==> src/rtl/sc_wt_pkg.sv <==
package sc_wt_pkg;
    // control register bits
    localparam int CTL_GO      = 0;
    localparam int CTL_STOP    = 1;
    localparam int CTL_RESTART = 2;
    localparam int CTL_CCLK    = 3;
    localparam int CTL_T1      = 4;

    typedef struct packed {
        logic restart;
        logic cclk_sel;
        logic t1;
    } wt_mode_t;
endpackage

==> src/rtl/sc_wt_regs.sv <==
module sc_wt_regs
    import sc_wt_pkg::*;
#(
    parameter int CNT_W  = 24,
    parameter int NBYTES = 3,
    parameter int ADDR_W = 2
) (
    input  logic              clk,
    input  logic              rst_n,
    input  logic              reg_wr,
    input  logic              reg_rd,
    input  logic [ADDR_W-1:0] reg_addr,
    input  logic [7:0]        reg_wdata,
    output logic [7:0]        reg_rdata,
    input  logic              expire,
    input  logic [CNT_W-1:0]  cnt,
    input  logic              running,
    input  logic              guard_busy,
    output logic [CNT_W-1:0]  load_val,
    output wt_mode_t          mode,
    output logic              go,
    output logic              stop,
    output logic              flag
);
    localparam int PAD_W = NBYTES * 8;
    localparam logic [ADDR_W-1:0] STAT_ADDR = ADDR_W'(NBYTES);

    typedef struct packed {
        logic [PAD_W-1:0] load;
        wt_mode_t         mode;
        logic             flag;
    } regs_t;

    regs_t st_d, st_q;
    logic  ctl_wr, stat_rd;
    logic [PAD_W-1:0] cnt_pad;

    always_comb begin
        ctl_wr  = reg_wr && (reg_addr == STAT_ADDR);
        stat_rd = reg_rd && (reg_addr == STAT_ADDR);
        cnt_pad = PAD_W'(cnt);
        st_d    = st_q;
        for (int i = 0; i < NBYTES; i++) begin
            if (reg_wr && reg_addr == ADDR_W'(i))
                st_d.load[i*8 +: 8] = reg_wdata;
        end
        if (ctl_wr) begin
            st_d.mode.restart  = reg_wdata[CTL_RESTART];
            st_d.mode.cclk_sel = reg_wdata[CTL_CCLK];
            st_d.mode.t1       = reg_wdata[CTL_T1];
        end
        st_d.flag = expire || (st_q.flag && !stat_rd);

        reg_rdata = 8'h00;
        for (int i = 0; i < NBYTES; i++) begin
            if (reg_addr == ADDR_W'(i))
                reg_rdata = cnt_pad[i*8 +: 8];
        end
        if (reg_addr == STAT_ADDR)
            reg_rdata = {5'b0, guard_busy, running, st_q.flag};
    end

    always_ff @(posedge clk or negedge rst_n) begin
        if (!rst_n) st_q <= '0;
        else        st_q <= st_d;
    end

    assign load_val = st_q.load[CNT_W-1:0];
    assign mode     = st_q.mode;
    assign go       = ctl_wr && reg_wdata[CTL_GO];
    assign stop     = ctl_wr && reg_wdata[CTL_STOP];
    assign flag     = st_q.flag;
endmodule

==> src/rtl/sc_wt_counter.sv <==
module sc_wt_counter #(
    parameter int CNT_W = 24
) (
    input  logic             clk,
    input  logic             rst_n,
    input  logic             etu_tick,
    input  logic             cclk_tick,
    input  logic             start_bit,
    input  logic             go,
    input  logic             stop,
    input  logic             restart,
    input  logic             cclk_sel,
    input  logic [CNT_W-1:0] load_val,
    output logic [CNT_W-1:0] cnt,
    output logic             running,
    output logic             expire,
    output logic             start_ev
);
    typedef struct packed {
        logic [CNT_W-1:0] cnt;
        logic             run;
    } ctr_t;

    ctr_t st_d, st_q;
    logic tick;

    always_comb begin
        st_d     = st_q;
        expire   = 1'b0;
        tick     = cclk_sel ? cclk_tick : etu_tick;
        start_ev = go || (restart && start_bit);
        if (stop) begin
            st_d.run = 1'b0;
        end else if (start_ev) begin
            st_d.cnt = load_val;
            st_d.run = 1'b1;
        end else if (st_q.run && tick) begin
            if (st_q.cnt <= CNT_W'(1)) begin
                st_d.cnt = '0;
                st_d.run = 1'b0;
                expire   = 1'b1;
            end else begin
                st_d.cnt = st_q.cnt - CNT_W'(1);
            end
        end
    end

    always_ff @(posedge clk or negedge rst_n) begin
        if (!rst_n) st_q <= '0;
        else        st_q <= st_d;
    end

    assign cnt     = st_q.cnt;
    assign running = st_q.run;
endmodule

==> src/rtl/sc_wt_guard.sv <==
module sc_wt_guard #(
    parameter int BGT_T0 = 16,
    parameter int BGT_T1 = 22
) (
    input  logic clk,
    input  logic rst_n,
    input  logic etu_tick,
    input  logic rx_char_end,
    input  logic t1,
    input  logic tx_req,
    output logic tx_go,
    output logic guard_busy
);
    localparam int GMAX = (BGT_T1 > BGT_T0) ? BGT_T1 : BGT_T0;
    localparam int GW   = $clog2(GMAX + 1);

    typedef struct packed {
        logic [GW-1:0] gcnt;
        logic          pend;
        logic          go;
    } grd_t;

    grd_t st_d, st_q;
    logic pend;

    always_comb begin
        st_d = st_q;
        if (rx_char_end)
            st_d.gcnt = t1 ? GW'(BGT_T1) : GW'(BGT_T0);
        else if (etu_tick && st_q.gcnt != '0)
            st_d.gcnt = st_q.gcnt - GW'(1);
        pend = st_q.pend || tx_req;
        if (pend && st_q.gcnt == '0) begin
            st_d.go   = 1'b1;
            st_d.pend = 1'b0;
        end else begin
            st_d.go   = 1'b0;
            st_d.pend = pend;
        end
    end

    always_ff @(posedge clk or negedge rst_n) begin
        if (!rst_n) st_q <= '0;
        else        st_q <= st_d;
    end

    assign tx_go      = st_q.go;
    assign guard_busy = st_q.gcnt != '0;
endmodule

==> src/rtl/sc_wait_timer.sv <==
module sc_wait_timer
    import sc_wt_pkg::*;
#(
    parameter  int CNT_W  = 24,
    parameter  int BGT_T0 = 16,
    parameter  int BGT_T1 = 22,
    localparam int NBYTES = (CNT_W + 7) / 8,
    localparam int ADDR_W = $clog2(NBYTES + 1)
) (
    input  logic              clk,
    input  logic              rst_n,
    input  logic              etu_tick,
    input  logic              cclk_tick,
    input  logic              start_bit,
    input  logic              rx_char_end,
    input  logic              tx_req,
    output logic              tx_go,
    input  logic              reg_wr,
    input  logic              reg_rd,
    input  logic [ADDR_W-1:0] reg_addr,
    input  logic [7:0]        reg_wdata,
    output logic [7:0]        reg_rdata,
    output logic              irq
);
    logic [CNT_W-1:0] load_val, cnt;
    wt_mode_t         mode;
    logic go, stop, flag, running, expire, start_ev, guard_busy;

    sc_wt_regs #(.CNT_W(CNT_W), .NBYTES(NBYTES), .ADDR_W(ADDR_W)) u_regs (
        .clk(clk), .rst_n(rst_n),
        .reg_wr(reg_wr), .reg_rd(reg_rd), .reg_addr(reg_addr),
        .reg_wdata(reg_wdata), .reg_rdata(reg_rdata),
        .expire(expire), .cnt(cnt), .running(running),
        .guard_busy(guard_busy), .load_val(load_val), .mode(mode),
        .go(go), .stop(stop), .flag(flag)
    );

    sc_wt_counter #(.CNT_W(CNT_W)) u_ctr (
        .clk(clk), .rst_n(rst_n),
        .etu_tick(etu_tick), .cclk_tick(cclk_tick), .start_bit(start_bit),
        .go(go), .stop(stop), .restart(mode.restart), .cclk_sel(mode.cclk_sel),
        .load_val(load_val), .cnt(cnt), .running(running),
        .expire(expire), .start_ev(start_ev)
    );

    sc_wt_guard #(.BGT_T0(BGT_T0), .BGT_T1(BGT_T1)) u_grd (
        .clk(clk), .rst_n(rst_n), .etu_tick(etu_tick),
        .rx_char_end(rx_char_end), .t1(mode.t1), .tx_req(tx_req),
        .tx_go(tx_go), .guard_busy(guard_busy)
    );

    assign irq = flag;
endmodule

==> config.mk <==
export PLATFORM = sky130hd
export DESIGN_NAME = sc_wait_timer
export DESIGN_NICKNAME = d
export VERILOG_FILES = /design/src/rtl/sc_wt_pkg.sv /design/src/rtl/sc_wt_regs.sv /design/src/rtl/sc_wt_counter.sv /design/src/rtl/sc_wt_guard.sv /design/src/rtl/sc_wait_timer.sv
export SDC_FILE = /design/constraint.sdc
export NUM_CORES = 1
export LEC_CHECK = 0
export BUFFER_PORTS_ARGS = -buffer_cell sky130_fd_sc_hd__clkbuf_2
export CAP_MARGIN = 40
export CORE_UTILIZATION = 54
export DETAILED_ROUTE_END_ITERATION = 10
export PLACE_DENSITY = 0.87
export SLEW_MARGIN = 15
export SYNTH_ARGS = -nofsm -noshare
export SYNTH_HDL_FRONTEND = slang
export SYNTH_SLANG_ARGS = --single-unit
==> constraint.sdc <==
create_clock -name clk -period 1.9 [get_ports clk]
set_input_delay 0.19 -clock clk [delete_from_list [all_inputs] [get_ports clk]]
set_output_delay 0.19 -clock clk [all_outputs]
set_load 0.02 [all_outputs]
==> flow_metrics.env, run 1 <==
export IMPL_antenna_found_initial=0
export IMPL_globalRouteTotalUtil_pct=33.0
export IMPL_vias_per_cell=6.95
export IMPL_rsz0062_at_grt="yes"
export IMPL_power_density_nw_per_um2=1400
export IMPL_cp_startpoint="u_grd.st_q[2]"
export IMPL_maxCapViolCount=0
export IMPL_synth_yosys_seq_area_share_pct=46.0
export IMPL_drtAntennaViolNets=0
export IMPL_worstPathArrival_ps=2080
export IMPL_setup_viol=7
export IMPL_port_buffers=28
export IMPL_die_y_um=79.7
export IMPL_clkTransAtPathRegs_ps=60
export IMPL_dieArea_um2=6360
export IMPL_max_freq_mhz=441
export IMPL_dieWidth_um=79.7
export IMPL_core_area_um2=5680
export IMPL_dp_cells=439
export IMPL_nets=415
export IMPL_cp_cell_sequence="inv_2 > ha_4 > or4b_4 > mux4_2 > buf_8"
export IMPL_synth_ff_latch_count=60
export IMPL_drtIter0Drc=563
export IMPL_p_leak_nw=1.81
export IMPL_yosys_warnings=0
export IMPL_ir_worst_vdd_mv=0.791
export IMPL_period_share_pct=119
export IMPL_status="finished with violations"
export IMPL_pin_count=29
export IMPL_wire_per_inst_um=22.8
export IMPL_cpPeakStageDelay_ps=510
export IMPL_fin_setup_tns_ps=-442
export IMPL_drc=0
export IMPL_syn_to_final_growth_pct=29.2
export IMPL_worst_slew_pin_slew_ps=633
export IMPL_power_mw=5.88
export IMPL_start_kind="flop"
export IMPL_fin_util_pct=74.3
export IMPL_hp_class="in2reg"
export IMPL_num_antenna_cells=0
export IMPL_clockRootBuffer="clkbuf_8"
export IMPL_syn_nets=337
export IMPL_grt_pass1_wl_um=15400
export IMPL_critPathBufInv=2
export IMPL_r2r_start="u_ctr.cnt[17]"
export IMPL_finalWorstSetupSlack_ps=-367
export IMPL_drive_above_1_share_pct=40.7
export IMPL_hold_ws_ps=78.9
export IMPL_synth_edff_count=0
export IMPL_cts_inserted_buffers=9
export IMPL_dr_pass1_iters=6
export IMPL_max_slew_margin_pct=57.8
export IMPL_yosysTopAreaCellShare_pct=46.0
export IMPL_worstPathMaxFanout=2
export IMPL_mostFrequentLayoutCell="dfrtp_1"
export IMPL_ys_flop_type="dfrtp_1"
export IMPL_grt_max_degree=40
export IMPL_layout_common_cells="dfrtp_1, buf_4, mux2_2, clkbuf_2, nand2_1"
export IMPL_start_util_pct=57.5
export IMPL_design_area_um2=4220
export IMPL_cts_sinks=60
export IMPL_synth_area_per_cell_um2=10.4
export IMPL_cts_htree_levels=3
export IMPL_post_place_ws_ps=-158
export IMPL_yosysTopAreaCell="dfrtp_1"
export IMPL_finalClockSkew_ps=6.44
export IMPL_placementRows=27
export IMPL_async_flop_share_pct=100
export IMPL_synthTopCellsByArea="dfrtp_1, mux2_2, o21ai_0"
export IMPL_grt_pass1_vias=2987
export IMPL_worstSetupPathType="reg2out"
export IMPL_required_ps=1710
export IMPL_vias=3254
export IMPL_instances_no_fill=468
export IMPL_gp_congestion=0.914
export IMPL_path_delay_family="multiplexers"
export IMPL_cts_max_path_buffers=2
export IMPL_finalMaxSlewViolations=0
export IMPL_end_kind="output port"
export IMPL_routed_wl_um=10700
export IMPL_slowest_stage="mux4_2"
export IMPL_cts_tree="built"
export IMPL_dp_final_hpwl_um=6520
export IMPL_final_hold_viol_count=0
export IMPL_synth_cells=314
export IMPL_grt_overflow=0
export IMPL_n_fill_cell=358
export IMPL_period_minus_slack_ps=2270
export IMPL_ys_types=51
export IMPL_dpl_instance_area_um2=3760
export IMPL_clock_latency_ps=360
export IMPL_hp_start="tx_req"
export IMPL_violations="setup timing"
export IMPL_synthesis_area_um2=3260
[per-layer routing]
layer | routed length (um) | GRT usage, %
met1 | 3950 | 43.6
met2 | 5020 | 51.7
met3 | 1140 | 7.66
met4 | 548 | 15.0
met5 | 0 | 0
[worst reg2reg max path, stage by stage, from the launching register on]
cell and delay (ps):
dfrtp_1 420, nor3_1 390, and4_4 370, nand2_1 230, a221oi_1 320, a21oi_1 70
[report_power, final]
part,internal [mW],switching (mW),leakage [nW]
combinational,1.24,1.43,0.998
sequential,1.67,0.407,0.716
clock,0.626,0.516,0.0979
[state kept, by name, indices dropped and copies added, names as in the netlist]
name and cells:
u_ctr.cnt 24, u_regs.load_val 24, u_grd.st_q 6, u_regs.mode 3, u_ctr.running 1, u_grd.tx_go 1, u_regs.flag 1
[cell type report]
class / count / area [um2] / area share (%)
sequential: 60 / 1510 / 35.7
timing repair buffer: 82 / 596 / 14.1
tap: 72 / 90.1 / 2.14
clock buffer: 10 / 138 / 3.27
inverter: 11 / 41.3 / 0.980
multi-input combinational: 228 / 1790 / 42.5
clock inverter: 5 / 52.6 / 1.25
[cells in the mapped netlist (all sizes together) (4+ instances only)]
cell type,instances
a21oi,8
a22o,7
a22oi,5
a32oi,10
buf,7
clkbuf,9
dfrtp,60
ha,4
inv,11
mux2,28
mux2i,5
nand2,27
nand3,9
nand4,4
nor2,18
nor3,16
nor4,8
o21ai,28
o2bb2ai,10
o31ai,4
xnor2,4
[what timing repair did]
action | CTS | global route
pin swaps | 4 | 11
hold buffers | 1 | 0
gates cloned | 0 | 1
gates resized for setup | 11 | 23
setup buffers | 2 | 10
endpoints found under the hold margin | 21 | 0
endpoints found under the setup margin | 17 | 27
[logic make-up (layout without fill, tap and decap cells)]
group,after synthesis,after routing,synth area share [%]
AO/OA/AOI/OAI,85,86,18.6
XOR/XNOR,4,4,1.07
buffers and inverters,27,108,3.57
flip-flops,60,60,46.0
AND/OR/NAND/NOR,98,98,16.0
adder cells (fa/ha/maj),4,4,1.53
multiplexers,36,36,13.3
[worst paths after layout]
path                            endpoint  cells past startpoint  slack (ps)
min in group asynchronous   u_ctr.cnt[5]                      2         390
min reg2reg                u_grd.st_q[1]                      1         500
max                         reg_rdata[2]                      5        -370
min                        u_grd.st_q[1]                      2          80
max reg2reg                 u_ctr.cnt[1]                      5         -30
max in group asynchronous   u_ctr.cnt[0]                      3         870
Power figures use the tool's default switching activity.
==> inputs of run 2 (changes only) <==
--- a/config.mk
+++ b/config.mk
@@ -5,11 +5,12 @@
 export SDC_FILE = /design/constraint.sdc
 export NUM_CORES = 1
 export LEC_CHECK = 0
-export BUFFER_PORTS_ARGS = -buffer_cell sky130_fd_sc_hd__clkbuf_2
-export CAP_MARGIN = 40
-export CORE_UTILIZATION = 54
+export CAP_MARGIN = 20
+export CORE_MARGIN = 5
+export CORE_UTILIZATION = 57
 export DETAILED_ROUTE_END_ITERATION = 10
-export PLACE_DENSITY = 0.87
+export DONT_BUFFER_PORTS = 1
+export PLACE_DENSITY = 0.86
 export SLEW_MARGIN = 15
 export SYNTH_ARGS = -nofsm -noshare
 export SYNTH_HDL_FRONTEND = slang
==> run 2 against run 1 <==
- the run still ends with setup timing left
- global-route usage is 6.2 points lower
- design area is 1.9% lower
- hold slack worse by 68 ps
- fmax is 3.6% higher
- critical path depth is 1 lower
- combinational power is 4% lower
- critical path type unchanged
- largest power group unchanged
==> flow_metrics.env, run 2 (synthesis results as in run 1) <==
export IMPL_status="finished with violations"
export IMPL_violations="setup timing"
export IMPL_dieWidth_um=85.7
export IMPL_period_minus_slack_ps=2190
export IMPL_worst_slew_pin_slew_ps=698
export IMPL_p_leak_nw=1.71
export IMPL_drc=0
export IMPL_cts_max_path_buffers=2
export IMPL_max_freq_mhz=457
export IMPL_drive_above_1_share_pct=34.7
export IMPL_grt_pass1_wl_um=15200
export IMPL_die_y_um=85.7
export IMPL_vias=3389
export IMPL_design_area_um2=4130
export IMPL_start_util_pct=58.9
export IMPL_n_fill_cell=341
export IMPL_grt_pass1_vias=2988
export IMPL_required_ps=1710
export IMPL_p_comb_share_pct=45.4
export IMPL_wire_per_inst_um=25.8
export IMPL_port_buffers=0
export IMPL_rsz0062_at_grt="yes"
export IMPL_hold_ws_ps=11.1
export IMPL_start_kind="flop"
export IMPL_cts_tree="built"
export IMPL_multiInputGateArea_um2=1810
export IMPL_mostFrequentLayoutCell="dfrtp_1"
export IMPL_end_kind="output port"
export IMPL_layout_common_cells="dfrtp_1, buf_4, mux2_2, nand2_1, o21ai_0"
export IMPL_hp_class="in2reg"
export IMPL_final_hold_viol_count=0
export IMPL_dr_pass1_iters=6
export IMPL_grt_max_degree=61
export IMPL_routed_wl_um=11600
export IMPL_setup_viol=24
export IMPL_finalWorstSetupSlack_ps=-289
export IMPL_gp_congestion=0.912
export IMPL_worstSetupPathType="reg2out"
export IMPL_period_share_pct=115
export IMPL_p_int_mw=3.27
export IMPL_switching_power_mw=2.37
export IMPL_worstPathArrival_ps=2000
export IMPL_cts_htree_levels=3
export IMPL_finalMaxSlewViolations=0
export IMPL_core_area_um2=5540
export IMPL_dieArea_um2=7340
export IMPL_sequentialPowerShare_pct=37.1
export IMPL_syn_to_final_growth_pct=26.7
export IMPL_nets=396
export IMPL_cts_inserted_buffers=9
export IMPL_dp_cells=406
export IMPL_drtIter0Drc=755
export IMPL_instances_no_fill=449
export IMPL_cts_sinks=60
export IMPL_grt_overflow=0
export IMPL_pin_count=29
export IMPL_p_clk_share_pct=17.6
export IMPL_regArea_um2=1500
export IMPL_antenna_found_initial=0
export IMPL_globalRouteTotalUtil_pct=26.9
export IMPL_max_slew_margin_pct=53.3
export IMPL_power_mw=5.64
export IMPL_dpl_instance_area_um2=3560
export IMPL_num_antenna_cells=0
export IMPL_worstPathMaxFanout=2
export IMPL_vias_per_cell=7.55
export IMPL_finalClockSkew_ps=11.5
export IMPL_power_density_nw_per_um2=1370
export IMPL_maxCapViolCount=0
export IMPL_placementRows=27
export IMPL_swShare_pct=42.0
export IMPL_drtAntennaViolNets=0
export IMPL_ir_worst_vdd_mv=0.904
export IMPL_clkTransAtPathRegs_ps=70
export IMPL_clock_latency_ps=350
export IMPL_clockRootBuffer="clkbuf_8"
export IMPL_dp_final_hpwl_um=6080
run 2: cell types whose count changed in the layout (fill, tap and decap cells not counted), moves of 3 or more:
cell	change
dfrtp_1	+4
clkbuf_2	-27
nor3_1	-3
nor3_2	+4
dfrtp_2	-4
o21ai_0	-5
dlygate4sd3_1	+11
o21ai_1	+4
buf_4	-3
run 2: area by class of cell:
class                      instances  area share (%)
timing repair buffer              62            12.9
clock buffer                       9            3.00
inverter                          11           0.999
sequential                        60            36.3
clock inverter                     6           0.787
multi-input combinational        229            43.9
tap                               72            2.18
run 2: metrics by stage:
step	util, %	setup WS [ps]	setup TNS [ps]
final	74.6	-289	-1490
after global routing	74.6	-336	-1870
after CTS	69.9	-266	-266
after detailed placement	64.2	-138	-1060
after global placement	64.2	-33.4	-197
after floorplan	-	38.2	0
run 2: timing repair:
item / CTS / global route
gates cloned: 0 / 2
endpoints found under the setup margin: 15 / 30
buffers inserted: 3 / 10
hold buffers: 11 / 2
pin swaps: 0 / 9
endpoints found under the hold margin: 86 / 3
resized for setup: 2 / 32
run 2: path summary, 6_finish.rpt:
path                            cells past startpoint           startpoint                   to  slack (ps)
worst max register to register                      6         u_ctr.cnt[5]        u_ctr.cnt[11]        -180
max in group asynchronous                           2                rst_n         u_ctr.cnt[7]        1270
min in group asynchronous                           2                rst_n        u_ctr.cnt[13]         350
worst min-delay path                                1         reg_wdata[7]  u_regs.load_val[23]          10
worst max-delay path                                4        u_grd.st_q[3]         reg_rdata[2]        -290
worst min register to register                      1  u_regs.load_val[22]  u_regs.load_val[22]         510
run 2: critical path, cell delays in order, from the launching register on:
cell	delay [ps]
dfrtp_1	410
inv_2	100
ha_4	110
or4b_4	460
mux4_2	570
run 2: routing by layer:
metal,part of all wire (%),vias up,track usage [%]
li1,-,1315,-
met1,34,1555,35.1
met2,44,393,42.0
met3,15,126,7.30
met4,7.5,0,11.8
met5,0,-,0
run 2: power by group through the flow:
stage          combinational, mW  clock [mW]  sequential [mW]
2_1_floorplan               1.24           0             1.99
5_1_grt                     2.65        1.05             2.11
6_report                    2.56       0.992             2.09
3_5_place_dp                1.97           0             2.04
3_3_place_gp                1.92           0             2.01
4_1_cts                     2.06       0.963             2.02
